==> config.mk <==
export PLATFORM = sky130hd
export DESIGN_NAME = bmt_timer
export DESIGN_NICKNAME = d
export VERILOG_FILES = /design/src/rtl/bmt_pkg.sv /design/src/rtl/bmt_regs.sv /design/src/rtl/bmt_counter.sv /design/src/rtl/bmt_snap.sv /design/src/rtl/bmt_timer.sv
export SDC_FILE = /design/constraint.sdc
export NUM_CORES = 1
export LEC_CHECK = 0
export BUFFER_PORTS_ARGS = -buffer_cell sky130_fd_sc_hd__clkbuf_2
export CAP_MARGIN = 20
export CORE_AREA = 2 2 72 74
export DETAILED_ROUTE_END_ITERATION = 12
export DIE_AREA = 0 0 74 76
export GPL_TIMING_DRIVEN = 1
export PLACE_DENSITY = 0.79
export SLEW_MARGIN = 25
export SYNTH_ARGS = -nofsm -noshare
export SYNTH_HDL_FRONTEND = slang
export SYNTH_SLANG_ARGS = --single-unit
==> constraint.sdc <==
create_clock -name clk -period 4.9 [get_ports clk]
set_input_delay 0 -clock clk [delete_from_list [all_inputs] [get_ports clk]]
set_output_delay 0 -clock clk [all_outputs]
set_load 0.01 [all_outputs]
==> src/rtl/bmt_pkg.sv <==
package bmt_pkg;
  localparam int ADDR_W = 8;
  localparam logic [ADDR_W-1:0] OFS_CTRL   = 8'h10;
  localparam logic [ADDR_W-1:0] OFS_CNT_HI = 8'h12;
  localparam logic [ADDR_W-1:0] OFS_CNT_LO = 8'h13;
  localparam logic [ADDR_W-1:0] OFS_MOD_HI = 8'h14;
  localparam logic [ADDR_W-1:0] OFS_MOD_LO = 8'h15;
  // control/status bit positions
  localparam int B_FLAG = 7;
  localparam int B_IE   = 6;
  localparam int B_STOP = 5;
  localparam int B_TRST = 4;
endpackage

==> src/rtl/bmt_regs.sv <==
module bmt_regs
  import bmt_pkg::*;
#(
  parameter int BYTE_W = 8,
  localparam int CNT_W = 2 * BYTE_W
) (
  input  logic              clk,
  input  logic              rst_n,
  input  logic              wr_en,
  input  logic              rd_en,
  input  logic [ADDR_W-1:0] addr,
  input  logic [BYTE_W-1:0] wdata,
  input  logic              wrap,
  output logic [CNT_W-1:0]  mod_q,
  output logic              ie_q,
  output logic              stop_q,
  output logic              trst_q,
  output logic              flag_q,
  output logic              inhibit_q
);
  logic ctrl_wr, ctrl_rd, arm_q, flag_clr, flag_set;

  assign ctrl_wr  = wr_en && (addr == OFS_CTRL);
  assign ctrl_rd  = rd_en && (addr == OFS_CTRL);
  assign flag_clr = ctrl_wr && !wdata[B_FLAG] && arm_q;
  assign flag_set = wrap && !inhibit_q;

  // limit register, one generated byte lane per half
  for (genvar h = 0; h < 2; h++) begin : g_lane
    localparam logic [ADDR_W-1:0] LANE_OFS = (h == 1) ? OFS_MOD_HI : OFS_MOD_LO;
    always_ff @(posedge clk or negedge rst_n) begin
      if (!rst_n) mod_q[h*BYTE_W +: BYTE_W] <= '1;
      else if (wr_en && (addr == LANE_OFS)) mod_q[h*BYTE_W +: BYTE_W] <= wdata;
    end
  end

  always_ff @(posedge clk or negedge rst_n) begin
    if (!rst_n) begin
      ie_q      <= 1'b0;
      stop_q    <= 1'b0;
      trst_q    <= 1'b0;
      flag_q    <= 1'b0;
      arm_q     <= 1'b0;
      inhibit_q <= 1'b0;
    end else begin
      trst_q <= ctrl_wr && wdata[B_TRST];
      if (ctrl_wr) begin
        ie_q   <= wdata[B_IE];
        stop_q <= wdata[B_STOP];
      end
      if (flag_set)      flag_q <= 1'b1;
      else if (flag_clr) flag_q <= 1'b0;
      if (ctrl_wr)                arm_q <= 1'b0;
      else if (ctrl_rd && flag_q) arm_q <= 1'b1;
      if (wr_en && addr == OFS_MOD_HI)      inhibit_q <= 1'b1;
      else if (wr_en && addr == OFS_MOD_LO) inhibit_q <= 1'b0;
    end
  end
endmodule

==> src/rtl/bmt_counter.sv <==
module bmt_counter #(
  parameter int CNT_W = 16
) (
  input  logic             clk,
  input  logic             rst_n,
  input  logic             adv,
  input  logic             clr,
  input  logic [CNT_W-1:0] limit,
  output logic [CNT_W-1:0] count_q,
  output logic             wrap
);
  assign wrap = adv && (count_q == limit);

  always_ff @(posedge clk or negedge rst_n) begin
    if (!rst_n)    count_q <= '0;
    else if (clr)  count_q <= '0;
    else if (wrap) count_q <= '0;
    else if (adv)  count_q <= count_q + 1'b1;
  end
endmodule

==> src/rtl/bmt_snap.sv <==
module bmt_snap #(
  parameter int BYTE_W = 8
) (
  input  logic              clk,
  input  logic              rst_n,
  input  logic              rd_hi,
  input  logic              rd_lo,
  input  logic [BYTE_W-1:0] live_lo,
  output logic              held_q,
  output logic [BYTE_W-1:0] snap_q
);
  always_ff @(posedge clk or negedge rst_n) begin
    if (!rst_n) begin
      held_q <= 1'b0;
      snap_q <= '0;
    end else if (rd_lo) begin
      held_q <= 1'b0;
    end else if (rd_hi && !held_q) begin
      held_q <= 1'b1;
      snap_q <= live_lo;
    end
  end
endmodule

==> src/rtl/bmt_timer.sv <==
module bmt_timer
  import bmt_pkg::*;
#(
  parameter int BYTE_W = 8
) (
  input  logic              clk,
  input  logic              rst_n,
  input  logic              cnt_tick,
  input  logic              dbg_halt,
  input  logic [ADDR_W-1:0] reg_addr,
  input  logic              reg_wr,
  input  logic              reg_rd,
  input  logic [BYTE_W-1:0] reg_wdata,
  output logic [BYTE_W-1:0] reg_rdata,
  output logic              irq
);
  localparam int CNT_W = 2 * BYTE_W;

  logic [CNT_W-1:0]  mod_q, count_q;
  logic [BYTE_W-1:0] snap_q;
  logic ie_q, stop_q, trst_q, flag_q, inhibit_q, held_q, wrap, adv;
  logic rd_hi, rd_lo;

  assign adv   = cnt_tick && !dbg_halt && !stop_q && !trst_q;
  assign rd_hi = reg_rd && (reg_addr == OFS_CNT_HI);
  assign rd_lo = reg_rd && (reg_addr == OFS_CNT_LO);

  bmt_regs #(.BYTE_W(BYTE_W)) regs_i (
    .clk(clk), .rst_n(rst_n), .wr_en(reg_wr), .rd_en(reg_rd),
    .addr(reg_addr), .wdata(reg_wdata), .wrap(wrap),
    .mod_q(mod_q), .ie_q(ie_q), .stop_q(stop_q), .trst_q(trst_q),
    .flag_q(flag_q), .inhibit_q(inhibit_q)
  );

  bmt_counter #(.CNT_W(CNT_W)) cnt_i (
    .clk(clk), .rst_n(rst_n), .adv(adv), .clr(trst_q),
    .limit(mod_q), .count_q(count_q), .wrap(wrap)
  );

  bmt_snap #(.BYTE_W(BYTE_W)) snap_i (
    .clk(clk), .rst_n(rst_n), .rd_hi(rd_hi), .rd_lo(rd_lo),
    .live_lo(count_q[BYTE_W-1:0]), .held_q(held_q), .snap_q(snap_q)
  );

  always_comb begin
    reg_rdata = '0;
    if (reg_rd) begin
      unique case (reg_addr)
        OFS_CTRL: begin
          reg_rdata[B_FLAG] = flag_q;
          reg_rdata[B_IE]   = ie_q;
          reg_rdata[B_STOP] = stop_q;
        end
        OFS_CNT_HI: reg_rdata = count_q[CNT_W-1:BYTE_W];
        OFS_CNT_LO: reg_rdata = held_q ? snap_q : count_q[BYTE_W-1:0];
        OFS_MOD_HI: reg_rdata = mod_q[CNT_W-1:BYTE_W];
        OFS_MOD_LO: reg_rdata = mod_q[BYTE_W-1:0];
        default:    reg_rdata = '0;
      endcase
    end
  end

  assign irq = flag_q && ie_q;
endmodule

Word level (Yosys, flattened, before mapping) --
Index checks and enable logic that the tools add are counted.
Storage, ports and cells: input bits 22, logic and storage cells 63, register bits 47, output and inout bits 9
Operators by class: bitwise gates (word level) 1, reduce and logical (&&, ||, !) cells 29, add/subtract/negate cells 1, mux-type cells 15, eq/ne operators 6
Operator list (number):
- $mux 16 | 3
- $eq 8x5->1 const B | 5
- $pmux 5 s4 | 1
- $logic_and 1x1->1 | 17
- $add 16x1->16 const B | 1
- $eq 16x16->1 | 1
- $mux 8 | 2
- $pmux 3 s5 | 1
- $mux 1 | 8
- $reduce_bool 2->1 | 4
- $logic_not 1->1 | 6
- $reduce_bool 3->1 | 1
- $reduce_and 2->1 | 1
- $not 1->1 | 1

Longest topological paths before layout --
word-level depth 7, depth in mapped cells 7, depth with buffers taken out 6

Modules after synthesis --
From an unflattened synthesis, not the netlist that was laid out.
Second synthesis, totals: cells, all modules 264, area, all modules 2871.5 sq um
Modules (own cells, without submodules):
- bmt_counter | area each 1096.1 sq um, instances 1, cells an instance 117, sequential area each 400.4 sq um
- bmt_regs | area each 917.1 sq um, instances 1, cells an instance 59, sequential area each 570.5 sq um
- bmt_timer | area each 516.7 sq um, instances 1, cells an instance 68, sequential area each 0.0 sq um
- bmt_snap | area each 341.6 sq um, instances 1, cells an instance 20, sequential area each 225.2 sq um

Worst setup path after synthesis --
OpenSTA, ideal clock, no wires.
path type flip-flop to flip-flop, from register snap_i.held_q, to register snap_i.snap_q[0], path buffers 2, data required time 4.775 ns, period minus slack after synthesis 1.720 ns, setup time 0.125 ns, setup slack 3.180 ns, cell stages (with the launch flop) 5, data arrival time 1.595 ns, path through dfrtp_1 -> clkbuf_1 -> or4_1 -> buf_4 -> mux2_4
Between the ends: longest elaborated chain between the ends 3
RTL lines:
- start, declared | line bmt_snap.sv:9 | output logic held_q,
- start signal, assigned | line bmt_snap.sv:14 | held_q <= 1'b0;
- start signal, assigned | line bmt_snap.sv:17 | held_q <= 1'b0;
- start signal, assigned | line bmt_snap.sv:19 | held_q <= 1'b1;
- $logic_not 1->1 | line bmt_snap.sv:18 | end else if (rd_hi && !held_q) begin
- $logic_and 1x1->1 | line bmt_snap.sv:18
- $reduce_and 2->1 (no source line)
- end signal, assigned | line bmt_snap.sv:20 | snap_q <= live_lo;
- end, declared | line bmt_snap.sv:10 | output logic [BYTE_W-1:0] snap_q
Every way passes these cells. A chain may end at the register's enable or synchronous reset.

Final worst setup path --
from register cnt_i.count_q[4], to register cnt_i.count_q[10]
Between the ends: longest elaborated chain between the ends 4, elaborated cells between the ends (all ways) 7, classes of those cells add/sub: 1; eq/ne: 1; mux: 3; reduce/logical: 2
RTL lines:
- start, declared | line bmt_counter.sv:9 | output logic [CNT_W-1:0] count_q,
- start signal, assigned | line bmt_counter.sv:18 | else if (adv) count_q <= count_q + 1'b1;
- $add 16x1->16 or $eq 16x16->1 (tied branches) | line bmt_counter.sv:18, bmt_counter.sv:12
- $mux 16 or $logic_and 1x1->1 (tied branches) | line bmt_counter.sv:18, bmt_counter.sv:12
- $mux 16 | line bmt_counter.sv:17 | else if (wrap) count_q <= '0;
- $mux 16 | line bmt_counter.sv:16 | else if (clr) count_q <= '0;
Several ways; a longest one is shown, not always the timed one. The select of a mux whose other input is x is not followed.

==> qor.csv <==
stage,metric,value,unit
synth,synthesis.area_per_instance,9.755,um^2
power_and_ir_drop,p_sw,0.2739,mW
synth,synth_cell_types,39,
synth,synthesis.nets,308,
place,gp_congestion,0.9224,
power_and_ir_drop,netSwitchingFraction,29.95,%
finish,fin_nets,333,
drt,vias_per_cell,6.060,
sta,max_slew_margin,28.75,%
global_routing,grt_antenna_before_repair,0,
floorplan,die_h,76,um
sta,hold-worst-slack,0.09625,ns
sta,layout_setup_ws,2.109,ns
worst_setup_path,cp-startpoint,cnt_i.count_q[4],
power_and_ir_drop,cell_internal_pwr,0.6407,mW
sta,timing.setup.tns,0,ns
sta,max_clock_freq,0.3584,GHz
sta,unrepaired_setup_endpoints_after_global_routing,no,
worst_setup_path,timing.critical_path.required,5.06,ns
floorplan,initial_core_util,56.60,%
sta,report.final.slew_viol_count,0,
worst_setup_path,regToRegEndpoint,cnt_i.count_q[10],
run_status,status,"finished, final reports clean",
place,numPortBuffers,30,
clock_tree,root_buffer,clkbuf_8,
sta,finalCriticalPeriod,2.791,ns
finish,filler_cell_count,394,
drt,number_of_drc_markers_in_iteration_0,262,
finish,post-route-cell-area,3159,um^2
place,dp.final_hpwl,4646,um
worst_setup_path,reg2regPathDepth,5,
power_and_ir_drop,finalPower,0.9145,mW
finish,layout.cells.most_common_list,"dfrtp_1 (31), clkbuf_2 (30), nand2_1 (28)",
drt,detail_route.wl_per_cell,17.44,um
clock_tree,cts_tree,built,
synth,synth-edff-count,0,
flow_run,cap_viol_max_count,0,
floorplan,io-pin-count,31,
floorplan,die_width,74,um
drt,num_vias,2309,
sta,clock-skew-final,0.008001,ns
synth,ys_async_sr_fraction,100.0,%
synth,dominantRegCellSynth,dfrtp_1,
worst_setup_path,crit_path_end,cnt_i.count_q[10],
floorplan,row_count,26,
drt,drt-total-wl,6644,um
worst_setup_path,critical_path.endpoint_type,flip-flop,
synth,synthCells,285,
global_routing,grt_pass1_wl,11010,um
clock_tree,numCtsBuffers,5,
drt,remaining_drc_errors,0,
power_and_ir_drop,ir_drop,0.1802,mV
floorplan,floorplan.die_area,5624,um^2
place,place_inst,362,
drt,route.antenna.remaining_nets,0,
finish,most_frequent_standard_cell_in_the_layout_excluding_fill_and_tap_cells,dfrtp_1,
global_routing,grt.total_usage,25.46,%
worst_setup_path,maximum_fanout_encountered_on_the_critical_timing_path,21,
worst_setup_path,setup.worst_path.class,flip-flop to flip-flop,
finish,diodes,0,
synth,synth_sequential_area_ratio,43.02,%
power_and_ir_drop,power.share.clock,32.2,%
clock_tree,clk_pin_slew,0.09,ns
worst_setup_path,r2r_start,cnt_i.count_q[4],
global_routing,grt_pass1_vias,2166,
hold_path,timing.hold.worst.class,primary input to flip-flop,
worst_setup_path,worstPathArrival,2.95,ns
floorplan,design.core.area,4912,um^2
power_and_ir_drop,power_frac_seq,50.5,%
clock_tree,cts_num_sinks,47,
sta,transition_time_at_the_pin_with_the_least_slew_margin,1.065,ns
clock_tree,max-clock-path-buffers,2,
worst_setup_path,ff2ff_setup_slack,2.11,ns
power_and_ir_drop,power_density,289.5,nW/um^2
synth,yosysWarnings,0,
place,preCtsSetupSlack,2.198,ns
finish,stdcell_count,381,
synth,synth.ff_latch_count,47,
finish,layout-drive-gt1-share,26.69,%
clock_tree,worst_skew_pair.late_latency,0.30,ns
clock_tree,post_cts.resized_instances,0,
finish,fin_util,64.31,%
place,dpl_cell_area,2920,um^2
global_routing,grt_start_max_net_pins,48,
global_routing,grt_overflow,0,
sta,final_hold_viol_count,0,
power_and_ir_drop,static-leakage-power,1.415,nW
drt,detailedRoute.firstPassIterationCount,5,
finish,syn2layout_area_growth,13.64,%
sta,final_setup_viols,0,
sta,fin_crit_share,56.95,%
synth,mappedNetlistArea,2780,um^2
worst_setup_path,cp-start-kind,flip-flop,
power_and_ir_drop,power.combinational.fraction,17.3,%
clock_tree,htree_levels,2,
synthesized netlist by cell type, types with 9 or more instances:
cell / instances / area, um^2
nand2_1: 28 / 105.1
mux2_2: 17 / 191.4
o21ai_0: 16 / 80.08
dfrtp_1: 31 / 775.7
dfstp_2: 16 / 420.4
a211oi_1: 11 / 82.58
xor2_1: 16 / 140.1
mux2i_1: 13 / 130.1
clkbuf_1: 14 / 52.55
nor2_1: 15 / 56.30
nand3_1: 11 / 55.05
buf_2: 9 / 45.04
nand4_1: 9 / 56.30
repair_timing:
item	4_1_cts	5_1_grt
endpoints found under the setup margin	0	0
endpoints found under the hold margin	52	0
hold buffers	11	0
buffers inserted	0	0
sequential cells by signal, indices dropped and copies added (netlist names):
signal / flops
cnt_i.count_q: 16
snap_i.held_q: 1
snap_i.snap_q: 8
regs_i.ie_q: 1
regs_i.stop_q: 1
regs_i.arm_q: 1
regs_i.inhibit_q: 1
regs_i.mod_q: 16
regs_i.flag_q: 1
regs_i.trst_q: 1
logic make-up (layout without fill, tap and decap cells):
kind of cell | Yosys count | after routing | synth area share (%)
flops | 47 | 47 | 43.02
simple gates | 99 | 99 | 18.27
buf+inv | 28 | 54 | 4.320
xor+xnor | 16 | 16 | 5.040
mux | 38 | 38 | 15.89
compound gates | 56 | 56 | 13.01
fa+ha+maj | 1 | 1 | 0.4500
critical path, stage by stage, from the launching register on:
cell and delay [ns]:
dfrtp_1 0.52, xor2_1 0.21, nor4_1 0.40, nand4_1 0.74, nand2_1 0.57, o311ai_0 0.20
layer usage:
layer  track usage [%]  part of all wire, %
met5                 0                    0
met1             36.36                   43
met3             4.101                  5.4
met4             7.091                  1.5
met2             40.00                   50
how the worst min path moves through the flow:
stage,start,to,slack [ns],cells past startpoint
final,reg_addr[3],regs_i.arm_q,0.1,3
after global routing,reg_addr[7],regs_i.arm_q,0.12,3
after CTS,reg_addr[3],snap_i.held_q,0.09,4
after detailed placement,rst_n,regs_i.ie_q,0.13,2
after global placement,rst_n,regs_i.ie_q,0.12,2
after floorplan,rst_n,cnt_i.count_q[0],-0.30,0
cell type report:
cell class | count | area, um^2 | share of cell area (%)
Sequential cell | 47 | 1196 | 37.86
Inverter | 4 | 15.01 | 0.4752
Multi-Input combinational cell | 210 | 1466 | 46.42
Clock inverter | 1 | 7.507 | 0.2376
Tap cell | 70 | 87.58 | 2.772
Clock buffer | 7 | 118.9 | 3.762
Timing Repair Buffer | 42 | 267.8 | 8.475
power by group through the flow:
| stage | clock, mW | combinational, mW | sequential [mW] |
|---|---|---|---|
| finish | 0.295 | 0.158 | 0.462 |
| global route | 0.316 | 0.173 | 0.464 |
| CTS | 0.299 | 0.156 | 0.460 |
| detailed placement | 0 | 0.147 | 0.467 |
| global placement | 0 | 0.145 | 0.465 |
| floorplan | 0 | 0.118 | 0.443 |
No activity file was read; power rests on OpenSTA's default activity.
